### src/rtl/rtg_pkg.sv
package rtg_pkg;
   // control register layout: bit2 auto-control, bit1 source, bit0 run
   typedef struct packed {
      logic auto_en;
      logic src_wdt;
      logic run;
   } rtg_ctl_t;

   localparam int RTG_CTL_W = $bits(rtg_ctl_t);
endpackage

### src/rtl/rtg_edge_sync.sv
module rtg_edge_sync #(
   parameter int SYNC_STAGES = 2
) (
   input  logic clk,
   input  logic rst_n,
   input  logic raw_i,
   output logic rise_o
);
   if (SYNC_STAGES < 2) begin : g_bad_stages
      $error("rtg_edge_sync: SYNC_STAGES must be at least 2");
   end

   logic [SYNC_STAGES-1:0] stage_q;
   logic                   prev_q;

   for (genvar gi = 0; gi < SYNC_STAGES; gi++) begin : g_stage
      if (gi == 0) begin : g_first
         always_ff @(posedge clk or negedge rst_n) begin
            if (!rst_n) stage_q[gi] <= 1'b0;
            else        stage_q[gi] <= raw_i;
         end
      end else begin : g_next
         always_ff @(posedge clk or negedge rst_n) begin
            if (!rst_n) stage_q[gi] <= 1'b0;
            else        stage_q[gi] <= stage_q[gi-1];
         end
      end
   end

   always_ff @(posedge clk or negedge rst_n) begin
      if (!rst_n) prev_q <= 1'b0;
      else        prev_q <= stage_q[SYNC_STAGES-1];
   end

   assign rise_o = stage_q[SYNC_STAGES-1] & ~prev_q;
endmodule

### src/rtl/rtg_counter.sv
module rtg_counter #(
   parameter int CNT_W = 8
) (
   input  logic             clk,
   input  logic             rst_n,
   input  logic             run_i,
   input  logic             tick_i,
   input  logic             wr_en_i,
   input  logic [CNT_W-1:0] wr_val_i,
   output logic [CNT_W-1:0] cnt_o,
   output logic             uf_o
);
   if (CNT_W < 2) begin : g_bad_width
      $error("rtg_counter: CNT_W must be at least 2");
   end

   logic [CNT_W-1:0] cnt_q;
   logic [CNT_W-1:0] reload_q;
   logic [CNT_W-1:0] reload_nx;
   logic             at_zero;

   assign at_zero   = (cnt_q == '0);
   assign reload_nx = wr_en_i ? wr_val_i : reload_q;
   assign uf_o      = run_i & tick_i & at_zero;

   always_ff @(posedge clk or negedge rst_n) begin
      if (!rst_n) reload_q <= '0;
      else        reload_q <= reload_nx;
   end

   always_ff @(posedge clk or negedge rst_n) begin
      if (!rst_n) begin
         cnt_q <= '0;
      end else if (run_i) begin
         if (tick_i) cnt_q <= at_zero ? reload_nx : cnt_q - 1'b1;
      end else if (wr_en_i) begin
         cnt_q <= wr_val_i;
      end
   end

   assign cnt_o = cnt_q;
endmodule

### src/rtl/rtg_gate.sv
module rtg_gate (
   input  logic clk,
   input  logic rst_n,
   input  logic active_i,
   input  logic uf_i,
   output logic gate_o
);
   logic tog_q;

   always_ff @(posedge clk or negedge rst_n) begin
      if (!rst_n)        tog_q <= 1'b1;
      else if (!active_i) tog_q <= 1'b1;
      else if (uf_i)     tog_q <= ~tog_q;
   end

   assign gate_o = active_i ? tog_q : 1'b1;
endmodule

### src/rtl/rtg_burst_timer.sv
module rtg_burst_timer #(
   parameter int CNT_W       = 8,
   parameter int SYNC_STAGES = 2
) (
   input  logic                     clk,
   input  logic                     rst_n,
   input  logic                     carrier_i,
   input  logic                     wdt_tap_i,
   input  logic                     load_en_i,
   input  logic [CNT_W-1:0]         load_val_i,
   input  logic                     ctl_we_i,
   input  logic [rtg_pkg::RTG_CTL_W-1:0] ctl_val_i,
   input  logic                     flag_test_i,
   output logic                     flag_o,
   output logic                     skip_o,
   output logic [CNT_W-1:0]         count_o,
   output logic                     gate_o
);
   import rtg_pkg::*;

   rtg_ctl_t ctl_q;
   logic     src_sel_w;
   logic     tick_w;
   logic     run_w;
   logic     auto_on_w;
   logic     uf_w;
   logic     flag_q;

   always_ff @(posedge clk or negedge rst_n) begin
      if (!rst_n)        ctl_q <= '0;
      else if (ctl_we_i) ctl_q <= rtg_ctl_t'(ctl_val_i);
   end

   assign run_w     = ctl_q.run;
   assign auto_on_w = ctl_q.run & ctl_q.auto_en;
   assign src_sel_w = ctl_q.src_wdt ? wdt_tap_i : carrier_i;

   rtg_edge_sync #(.SYNC_STAGES(SYNC_STAGES)) u_sync (
      .clk    (clk),
      .rst_n  (rst_n),
      .raw_i  (src_sel_w),
      .rise_o (tick_w)
   );

   rtg_counter #(.CNT_W(CNT_W)) u_cnt (
      .clk      (clk),
      .rst_n    (rst_n),
      .run_i    (run_w),
      .tick_i   (tick_w),
      .wr_en_i  (load_en_i),
      .wr_val_i (load_val_i),
      .cnt_o    (count_o),
      .uf_o     (uf_w)
   );

   rtg_gate u_gate (
      .clk      (clk),
      .rst_n    (rst_n),
      .active_i (auto_on_w),
      .uf_i     (uf_w),
      .gate_o   (gate_o)
   );

   always_ff @(posedge clk or negedge rst_n) begin
      if (!rst_n)                    flag_q <= 1'b0;
      else if (uf_w)                 flag_q <= 1'b1;
      else if (flag_test_i && flag_q) flag_q <= 1'b0;
   end

   assign flag_o = flag_q;
   assign skip_o = flag_test_i & flag_q;
endmodule

### config.mk
export PLATFORM = sky130hd
export DESIGN_NAME = rtg_burst_timer
export DESIGN_NICKNAME = d
export VERILOG_FILES = /design/src/rtl/rtg_pkg.sv /design/src/rtl/rtg_edge_sync.sv /design/src/rtl/rtg_counter.sv /design/src/rtl/rtg_gate.sv /design/src/rtl/rtg_burst_timer.sv
export SDC_FILE = /design/constraint.sdc
export NUM_CORES = 1
export LEC_CHECK = 0
export BUFFER_PORTS_ARGS = -buffer_cell sky130_fd_sc_hd__clkbuf_2
export CORE_UTILIZATION = 56
export DETAILED_ROUTE_END_ITERATION = 12
export PLACE_DENSITY_LB_ADDON = 0.3
export SETUP_SLACK_MARGIN = 0.4
export SLEW_MARGIN = 40
export SYNTH_ARGS = -nofsm -noshare
export SYNTH_HDL_FRONTEND = slang
export SYNTH_SLANG_ARGS = --single-unit
### constraint.sdc
create_clock -name clk -period 4.95 [get_ports clk]
set_input_delay 0.7425 -clock clk [delete_from_list [all_inputs] [get_ports clk]]
set_output_delay 0.7425 -clock clk [all_outputs]
set_load 0.1 [all_outputs]
Yosys cells after proc, flatten, opt, wreduce, memory -nomap -nowiden
Cells that the tools add are included.
- flip-flop bits (word level): 24
- input bits: 18
- output and inout bits: 11
- logic and storage cells: 36
- add/subtract/negate cells: 1
- equal/unequal tests: 2
- multiplexer cells: 11
- bitwise logic cells: 7
- reductions and logical operators: 5
- operators with widths (operator ; count):
    $mux 8 ; 5
    $logic_not 8->1 ; 1
    $sub 8x1->8 const B ; 1
    $mux 1 ; 6
    $and 1x1->1 ; 5
    $reduce_bool 2->1 ; 2
    $ne 2x1->1 const B ; 1
    $ne 2x2->1 const B ; 1
    $not 1->1 ; 2
    $reduce_and 2->1 ; 1
    $logic_and 1x1->1 ; 1

Longest topological paths before layout
Gate-level depths: netlist of the first run.
- depth after elaboration: 6
- mapped depth: 7
- gate-level depth less buffers: 6

Cells and area by module
A second synthesis of the first run with hierarchy kept.
- cells, all modules: 106
- area, all modules: 1213.7 µm²
- by module, submodules not included (module ; instances ; cells an instance ; area each (µm²) ; sequential area each (µm²)):
    rtg_counter ; 1 ; 86 ; 910.9 ; 400.4
    rtg_burst_timer ; 1 ; 12 ; 168.9 ; 100.1
    rtg_edge_sync ; 1 ; 4 ; 88.8 ; 75.1
    rtg_gate ; 1 ; 4 ; 45.0 ; 26.3

Worst setup path before layout of the first run
No wires, ideal clock.
- path kind: reg2out
- start point: reg flag_q (netlist: flag_o)
- end point: out skip_o
- data arrival time: 1.781 ns
- data required time: 4.208 ns
- path slack: 2.426 ns
- stages on the path, launching flop included: 2
- path buffers: 0
- cells stage by stage: dfrtp_1 -> and2_1
- cells in the longest elaborated chain, start to end: 1
- RTL lines (item ; line ; source):
    start, declared ; rtg_burst_timer.sv:27 ; logic flag_q;
    start signal, assigned ; rtg_burst_timer.sv:65 ; if (!rst_n) flag_q <= 1'b0;
    start signal, assigned ; rtg_burst_timer.sv:66 ; else if (uf_w) flag_q <= 1'b1;
    start signal, assigned ; rtg_burst_timer.sv:67 ; else if (flag_test_i && flag_q) flag_q <= 1'b0;
    $and 1x1->1 ; rtg_burst_timer.sv:71 ; assign skip_o = flag_test_i & flag_q;
    end, declared ; rtg_burst_timer.sv:15 ; output logic skip_o,
Every way passes these cells.

Worst setup path after layout of the first run
- start point: reg ctl_q (netlist bit run_w)
- end point: out gate_o
- cells in the longest elaborated chain, start to end: 2
- RTL lines (item ; line ; source):
    start, declared ; rtg_burst_timer.sv:21 ; rtg_ctl_t ctl_q;
    start signal, assigned ; rtg_burst_timer.sv:31 ; else if (ctl_we_i) ctl_q <= rtg_ctl_t'(ctl_val_i);
    $and 1x1->1 ; rtg_burst_timer.sv:35 ; assign auto_on_w = ctl_q.run & ctl_q.auto_en;
    $mux 1 ; rtg_gate.sv:16 ; assign gate_o = active_i ? tog_q : 1'b1;
    end, declared ; rtg_burst_timer.sv:17 ; output logic gate_o
Every way passes these cells.

==> results.json, run 1 <==
{
  "hold_slack_ps": 365,
  "syn_inst": 119,
  "fillers": 171,
  "p_seq_share_pct": 38.5,
  "clkSinkCount": 24,
  "cts_root_buffer": "clkbuf_4",
  "ys_seq_area_share_pct": 47.7,
  "yosys_warnings": 0,
  "fmax_ghz": 0.426,
  "port_buffers": 28,
  "rows": 16,
  "cts_setup_buffers": 0,
  "pwr-share-clk_pct": 20.9,
  "cts_resized": 0,
  "numCtsBuffers": 3,
  "critPathRequiredTime_ps": 4210,
  "ys_types": 39,
  "fin_area_um2": 1450,
  "wl_per_cell_um": 15.3,
  "critPathMaxFanout": 21,
  "cpPeakStageDelay_ps": 630,
  "cellLeakagePower_nw": 0.621,
  "dieArea_um2": 2450,
  "critPathArrivalTime_ps": 1610,
  "antenna_found_initial": 0,
  "path_cells": "nand3b_1, clkbuf_2",
  "postRouteAntennaNets": 0,
  "hold_class": "reg -> reg",
  "rsz0062_at_grt": "false",
  "postSynthAreaPerCell_um2": 10.6,
  "dpl_cell_area_um2": 1400,
  "pwr-share-comb_pct": 40.7,
  "clkTransAtPathRegs_ps": 130,
  "drt_wl_total_mm": 2.63,
  "vias": 1056,
  "n_antenna_cell": 0,
  "final_nets": 166,
  "drv_slew": 0,
  "grt_max_degree": 25,
  "internal_power_uw": 378,
  "grt.total_usage_pct": 24.6,
  "routabilityCongestion": 0.880,
  "viasPerCell": 6.14,
  "end_kind": "output pin",
  "placed_cells": 168,
  "netSwitchingFraction_pct": 44.4,
  "die_h_um": 49.5,
  "core-area_um2": 2040,
  "vdd_drop_max_mv": 0.411,
  "power_density_nw_per_um2": 468,
  "power.switching_uw": 303,
  "maxCapViolCount": 0,
  "status": "complete, no violations",
  "startpoint_type": "flop",
  "hpwl_mm": 1.84,
  "finalSetupTns_ps": 0,
  "cts_tree": "yes",
  "clockBufferDepth": 2,
  "htreeDepth": 1,
  "die_x_um": 49.5,
  "crit_type": "reg -> out",
  "drt_iter0_drc": 52,
  "critical_path.top_delay_family": "flip-flops",
  "grt_pass1_wl_mm": 4.46,
  "synth-main-ff-cell": "dfrtp_1",
  "critPathBufInv": 1,
  "holdBufCountCts": 0,
  "fin_cells": 172,
  "synth-edff-count": 0,
  "fin_crit_sh_pct": 47.4,
  "async_flop_share_pct": 100,
  "grt-ovfl-total": 0,
  "skew_ps": 5.53,
  "area_growth_pct": 15.3,
  "ios": 29,
  "synth_nets": 139,
  "first_pass_iters": 4,
  "first_global_vias": 938,
  "clk_latency_ps": 320,
  "ys_ff_latch": 24,
  "tightestPinTransition_ps": 612,
  "cp_slowest_cell": "dfrtp_1",
  "netlist_area_um2": 1260,
  "period_needed_ps": 2350,
  "start_util_pct": 61.8,
  "report.final.hold_viol_count": 0,
  "drc_errors": 0,
  "slew-limit-headroom_pct": 59.2,
  "power.total_uw": 681,
  "finalSetupViolCount": 0,
  "drive_above_1_share_pct": 33.8
}
==> layer usage <==
layer	share of wire [%]	up-vias	track usage, %
li1	-	493	-
met1	43	506	32.5
met2	49	48	41.1
met3	5.4	9	3.70
met4	2.1	0	8.57
met5	0	-	0
==> Yosys cell counts, types with 3 or more instances <==
master    number  share of area (%)
a31oi_1        6                3.0
o22ai_1        3                1.5
o31a_1         3                2.1
nand2b_1       3                1.5
inv_1          3               0.89
nor2b_1        4                2.0
a21oi_1        4                1.6
o31ai_1        4                2.4
nand2_1        3               0.89
nor3_1         4                1.6
o21ai_0        5                2.0
nor2_1         6                1.8
dfrtp_1       23                 46
mux2_2        12                 11
==> per-stage QoR <==
step           setup WS, ps  utilization [%]
2_1_floorplan          2430                -
3_3_place_gp           2830             68.6
3_5_place_dp           2810             68.6
4_1_cts                2600             71.2
5_1_grt                2500             71.2
6_report               2600             71.2
==> flip-flops by register name (all words and copies together), names as in the netlist <==
name	cells
ctl_q	2
flag_o	1
u_gate.tog_q	1
u_sync.prev_q	1
u_cnt.reload_q	8
run_w	1
u_cnt.cnt_o	8
u_sync.stage_q	2
==> final timing paths <==
path	startpoint	end	slack (ps)	cells past startpoint
worst min register to register	u_sync.stage_q[0]	u_sync.stage_q[1]	360	0
worst min-delay path	u_sync.stage_q[0]	u_sync.stage_q[1]	360	0
max in group asynchronous	rst_n	u_gate.tog_q	4170	1
worst max register to register	u_cnt.cnt_o[0]	u_cnt.cnt_o[2]	2830	6
min in group asynchronous	rst_n	u_cnt.reload_q[4]	400	1
worst max-delay path	run_w	gate_o	2600	2
==> placed cells by master, fill, tap and decap left out, drive strengths merged, types with 3 or more instances in the layout <==
master  synthesis  routed
or2             4       4
o31ai           4       4
clkbuf          2      31
inv             3       3
nor2b           4       4
nor2            6       6
nand2b          3       3
a31oi           6       6
o31a            3       3
o22ai           3       3
mux2           12      12
nor3            4       4
o21ai           6       6
a21oi           4       4
dfrtp          23      23
nand2           3       3
==> area by class of cell <==
class | count | area, um2 | share of cell area (%)
timing repair buffer | 28 | 140 | 9.64
clock buffer | 3 | 22.5 | 1.55
inverter | 3 | 11.3 | 0.775
sequential | 24 | 602 | 41.4
tap | 27 | 33.8 | 2.32
clock inverter | 1 | 30.0 | 2.07
multi-input combinational | 86 | 614 | 42.3
==> kinds of logic after synthesis <==
group	synth area share, %
buffers and inverters	3.57
adder cells (fa/ha/maj)	1.98
flip-flops	47.7
multiplexers	11.5
XOR/XNOR	1.39
AO/OA/AOI/OAI	16.7
AND/OR/NAND/NOR	17.2
==> power by group through the flow <==
stage	sequential (mW)	combinational [mW]	clock, mW
after floorplan	0.381	0.107	0
after global placement	0.263	0.269	0
after detailed placement	0.265	0.273	0
after CTS	0.261	0.276	0.144
after global routing	0.267	0.294	0.150
final	0.262	0.277	0.142
Power figures use the tool's default switching activity.
==> inputs of run 2 (changes only) <==
Settings changed: CORE_UTILIZATION 56 to 52.
Clock period 4.95 ns to 2.4 ns, I/O delays scaled along.
==> results.json, run 2 (same netlist as run 1, synthesis figures left out) <==
{
  "startpoint_type": "flop",
  "htreeDepth": 1,
  "hold_class": "in -> async",
  "maxCapViolCount": 0,
  "fin_crit_sh_pct": 82.1,
  "vias": 1038,
  "fmax_ghz": 0.507,
  "grt-ovfl-total": 0,
  "crit_type": "reg -> reg",
  "placed_cells": 171,
  "slew-limit-headroom_pct": 61.7,
  "drive_above_1_share_pct": 44.9,
  "rsz0062_at_grt": "true",
  "period_needed_ps": 1970,
  "end_kind": "flop",
  "fillers": 192,
  "final_nets": 168,
  "tightestPinTransition_ps": 574,
  "report.final.hold_viol_count": 0,
  "final_cell_mix": "clkbuf_2 (28), dfrtp_1 (15), mux2_2 (12), a31oi_1 (6), dfrtp_2 (6)",
  "grt_pass1_wl_mm": 4.47,
  "finalSetupViolCount": 0,
  "clk_latency_ps": 320,
  "dieArea_um2": 2630,
  "drt_iter0_drc": 27,
  "cts_tree": "yes",
  "vdd_drop_max_mv": 0.567,
  "postRouteAntennaNets": 0,
  "seq_area_um2": 617,
  "viasPerCell": 5.93,
  "fin_cells": 175,
  "clkSinkCount": 24,
  "pwr-share-clk_pct": 15.7,
  "ios": 29,
  "core-area_um2": 2250,
  "drc_errors": 0,
  "multi_input_comb_area_um2": 643,
  "rows": 17,
  "hpwl_mm": 1.97,
  "finalSetupTns_ps": 0,
  "netSwitchingFraction_pct": 46.7,
  "skew_ps": 7.28,
  "routabilityCongestion": 0.925,
  "first_global_vias": 983,
  "clockBufferDepth": 2,
  "critPathMaxFanout": 7,
  "critPathArrivalTime_ps": 2170,
  "antenna_found_initial": 0,
  "grt_max_degree": 25,
  "pwr-share-comb_pct": 43.9,
  "power.switching_uw": 641,
  "cellLeakagePower_nw": 0.615,
  "internal_power_uw": 732,
  "port_buffers": 28,
  "cts_root_buffer": "clkbuf_4",
  "die_x_um": 51.3,
  "preCtsSetupSlack_ps": 364,
  "drt_wl_total_mm": 2.73,
  "area_growth_pct": 18.9,
  "cts_setup_buffers": 0,
  "grt.total_usage_pct": 23.9,
  "power_density_nw_per_um2": 915,
  "p_seq_share_pct": 40.4,
  "wl_per_cell_um": 15.6,
  "clkTransAtPathRegs_ps": 130,
  "holdBufCountCts": 0,
  "numCtsBuffers": 3,
  "n_antenna_cell": 0,
  "status": "complete, no violations",
  "first_pass_iters": 4,
  "critPathRequiredTime_ps": 2600,
  "drv_slew": 0,
  "die_h_um": 51.3,
  "setup_ws_ps": 429,
  "start_util_pct": 55.9,
  "layout_commonest_cell": "clkbuf_2"
}
[run 2: worst paths after layout]
| check | start | end | slack (ps) | cells past startpoint |
|---|---|---|---|---|
| worst max register to register | u_cnt.cnt_o[0] | u_cnt.cnt_o[2] | 430 | 6 |
| min in group clk | flag_test_i | flag_o | 240 | 2 |
| worst min register to register | u_sync.stage_q[0] | u_sync.stage_q[1] | 380 | 0 |
| max in group asynchronous | rst_n | u_cnt.cnt_o[1] | 1970 | 1 |
| worst min-delay path | rst_n | u_cnt.cnt_o[7] | 7 | 1 |
| worst max-delay path | u_cnt.cnt_o[0] | u_cnt.cnt_o[2] | 430 | 6 |
[run 2: layer usage]
layer / share of wire, % / up-vias / wire length, um / track usage, %
met5: 0 / - / 0 / 0
met2: 50 / 43 / 1360 / 40.4
met4: 2.8 / 0 / 76 / 12.2
met1: 42 / 489 / 1150 / 29.0
met3: 5.1 / 9 / 139 / 4.46
li1: - / 497 / - / -
[run 2: power by group through the flow]
stage | combinational (mW) | sequential, mW | clock (mW)
after floorplan | 0.231 | 0.805 | 0
final | 0.603 | 0.554 | 0.216
after CTS | 0.597 | 0.552 | 0.218
after detailed placement | 0.592 | 0.560 | 0
after global routing | 0.642 | 0.564 | 0.235
after global placement | 0.582 | 0.555 | 0
[run 2: cell type report]
cell class,instances,area share (%)
multi-input cells,86,42.9
clock buffers,4,2.42
well taps,28,2.34
flip-flops and latches,24,41.1
repair buffers,30,10.3
inverters,3,0.917
[run 2: worst max-delay path: stages, from the launching register on]
cell and delay (ps):
dfrtp_4 530, inv_4 90, ha_4 140, or4b_4 510, or2_4 300, o211ai_1 180, a31oi_1 100
[run 2: metrics by stage]
stage               area, um2  util, %  total power [mW]  hold WS, ps
floorplan                1290        -              1.04         64.4
global placement         1450     64.3              1.14          337
detailed placement       1450     64.3              1.15          354
CTS                      1490     66.0              1.37         33.9
global route             1500     66.5              1.44         54.7
finish                   1500     66.5              1.37         6.62
[run 2: timing repair]
item	CTS	global route
endpoints found under the setup margin	5	4
gates cloned	0	0
pin swaps	0	0
gates resized for setup	2	4
==> inputs of run 3 (changes only) <==
Settings changed: ABC_AREA from default to 1, CORE_UTILIZATION 52 to 53.
Clock period 2.4 ns to 1.9 ns, I/O delays scaled along.
==> results.json, run 3 <==
{
  "syn_inst": 170,
  "postRouteAntennaNets": 0,
  "grt-ovfl-total": 0,
  "yosysTopAreaCellShare_pct": 41.7,
  "n_antenna_cell": 0,
  "fin_area_um2": 1710,
  "netlist_area_um2": 1380,
  "die_x_um": 53.1,
  "synth-edff-count": 0,
  "first_global_vias": 1165,
  "cpPeakStageDelay_ps": 410,
  "reg2reg_setup_slack_ps": 390,
  "power.total_mw": 1.77,
  "synthTopCellsByCount": "nand2_1 (41), inv_1 (25), dfrtp_1 (23)",
  "fmax_ghz": 0.664,
  "use_met3_pct": 2.30,
  "ios": 29,
  "gr-usage-met1_pct": 29.7,
  "critPathMaxFanout": 15,
  "skew_ps": 3.92,
  "setup_ws_ps": 394,
  "synth_nets": 190,
  "antenna_found_initial": 0,
  "clkSinkCount": 24,
  "finalSetupTns_ps": 0,
  "clk_latency_ps": 310,
  "vias": 1243,
  "drive_above_1_share_pct": 41.7,
  "yosysMostFrequentCell": "nand2_1",
  "drc_errors": 0,
  "period_needed_ps": 1510,
  "vdd_drop_max_mv": 0.789,
  "status": "complete, no violations",
  "routabilityCongestion": 0.839,
  "core-area_um2": 2480,
  "preCtsSetupSlack_ps": 368,
  "synth.largest_area_cell": "dfrtp_1",
  "grt_max_degree": 25,
  "postSynthAreaPerCell_um2": 8.13,
  "slew-limit-headroom_pct": 61.7,
  "grt_use_met2_pct": 45.4,
  "synth-main-ff-cell": "dfrtp_1",
  "ys_ff_latch": 24,
  "critPathRequiredTime_ps": 2140,
  "synth.area.top_cells": "dfrtp_1 (42%), nand2_1 (11%), a21oi_2 (8.2%)",
  "layout_commonest_cell": "nand2_1",
  "ys_types": 22,
  "crit_top_cell": "buf_4",
  "critPathArrivalTime_ps": 1740,
  "hpwl_mm": 2.32,
  "final_nets": 227,
  "drt_wl_total_mm": 3.12,
  "die_h_um": 53.1,
  "ys_seq_area_share_pct": 43.6,
  "power_density_nw_per_um2": 1040,
  "htreeDepth": 1,
  "clkTransAtPathRegs_ps": 120,
  "final_cell_mix": "nand2_1 (40), inv_1 (22), clkbuf_2 (18), nor2_1 (14), dfrtp_1 (13)",
  "numCtsBuffers": 3,
  "yosys_warnings": 0,
  "hold_class": "in -> reg",
  "first_pass_iters": 6,
  "clockBufferDepth": 2,
  "tightestPinTransition_ps": 574,
  "finalSetupViolCount": 0,
  "cp_slowest_cell": "dfrtp_2",
  "grt_pass1_wl_mm": 4.91,
  "drt_iter0_drc": 36,
  "grt.total_usage_pct": 24.6,
  "dpl_cell_area_um2": 1570,
  "port_buffers": 28,
  "async_flop_share_pct": 100,
  "startpoint_type": "flop",
  "dieArea_um2": 2810,
  "rows": 18,
  "placed_cells": 226,
  "drv_slew": 0,
  "path_cells": "buf_4, clkinv_2, a21oi_4, buf_4, a21oi_2, a22oi_2",
  "cellLeakagePower_nw": 0.875,
  "grt-busiest-layer": "met2",
  "end_kind": "flop",
  "area_growth_pct": 23.8,
  "fin_cells": 236,
  "cts_tree": "yes",
  "rsz0062_at_grt": "true",
  "cts_root_buffer": "clkbuf_4",
  "viasPerCell": 5.27,
  "fin_crit_sh_pct": 79.3,
  "report.final.hold_viol_count": 0,
  "wl_per_cell_um": 13.2,
  "crit_type": "reg -> reg",
  "start_util_pct": 55.8,
  "maxCapViolCount": 0
}
-- run 3: timing repair --
item                                   CTS  global route
gates resized for setup                 14             9
endpoints found under the hold margin   23             0
cloned                                   0             0
setup endpoints to repair               12             7
buffers inserted                         1             4
pin swaps                                0             2
hold buffers                             1             0
-- run 3: routing by layer --
metal,vias up,wire length [um],part of all wire [%]
li1,610,-,-
met1,586,1290,41
met2,45,1660,53
met3,2,150,4.8
met4,0,14,0.45
met5,-,0,0
-- run 3: report_power, final --
| part | switching, mW | internal [mW] |
|---|---|---|
| sequential | 0.0838 | 0.599 |
| combinational | 0.634 | 0.226 |
| clock | 0.148 | 0.0820 |
-- run 3: layout make-up --
| cell class | count | area, um2 |
|---|---|---|
| fillers | 220 | 767 |
| multi-input cells | 113 | 666 |
| flip-flops and latches | 24 | 619 |
| repair buffers | 35 | 239 |
| inverters | 30 | 123 |
| well taps | 30 | 37.5 |
| clock buffers | 4 | 26.3 |
-- run 3: cells by family (layout without fill, tap and decap cells) --
logic type / after synthesis / count (layout) / synth area share [%]
and+or+nand+nor: 76 / 76 / 25.2
AOI/OAI and AO/OA: 34 / 34 / 17.5
buffers and inverters: 33 / 69 / 11.1
DFF: 24 / 24 / 43.6
adders and majority gates: 2 / 2 / 1.81
muxes: 1 / 1 / 0.815
-- run 3: critical path: cells and delay by family, from the launching register on --
family                 cells  cell delay (ps)
AO/OA/AOI/OAI              3              480
flip-flops                 1              410
buffers and inverters      3              540
-- run 3: final timing paths --
kind / startpoint / cells after the start / end
setup / recovery: run_w / 6 / u_cnt.cnt_o[2]
min in group asynchronous: rst_n / 2 / u_cnt.reload_q[5]
setup reg to reg: run_w / 6 / u_cnt.cnt_o[2]
hold reg to reg: u_sync.stage_q[0] / 0 / u_sync.stage_q[1]
hold / removal: flag_test_i / 2 / flag_o
max in group asynchronous: rst_n / 2 / u_cnt.cnt_o[1]
-- run 3: stage by stage --
stage,util [%],hold WS [ps]
after floorplan,-,-10.6
after global placement,63.4,298
after detailed placement,63.4,312
after CTS,67.2,155
after global routing,69.0,154
final,69.0,159
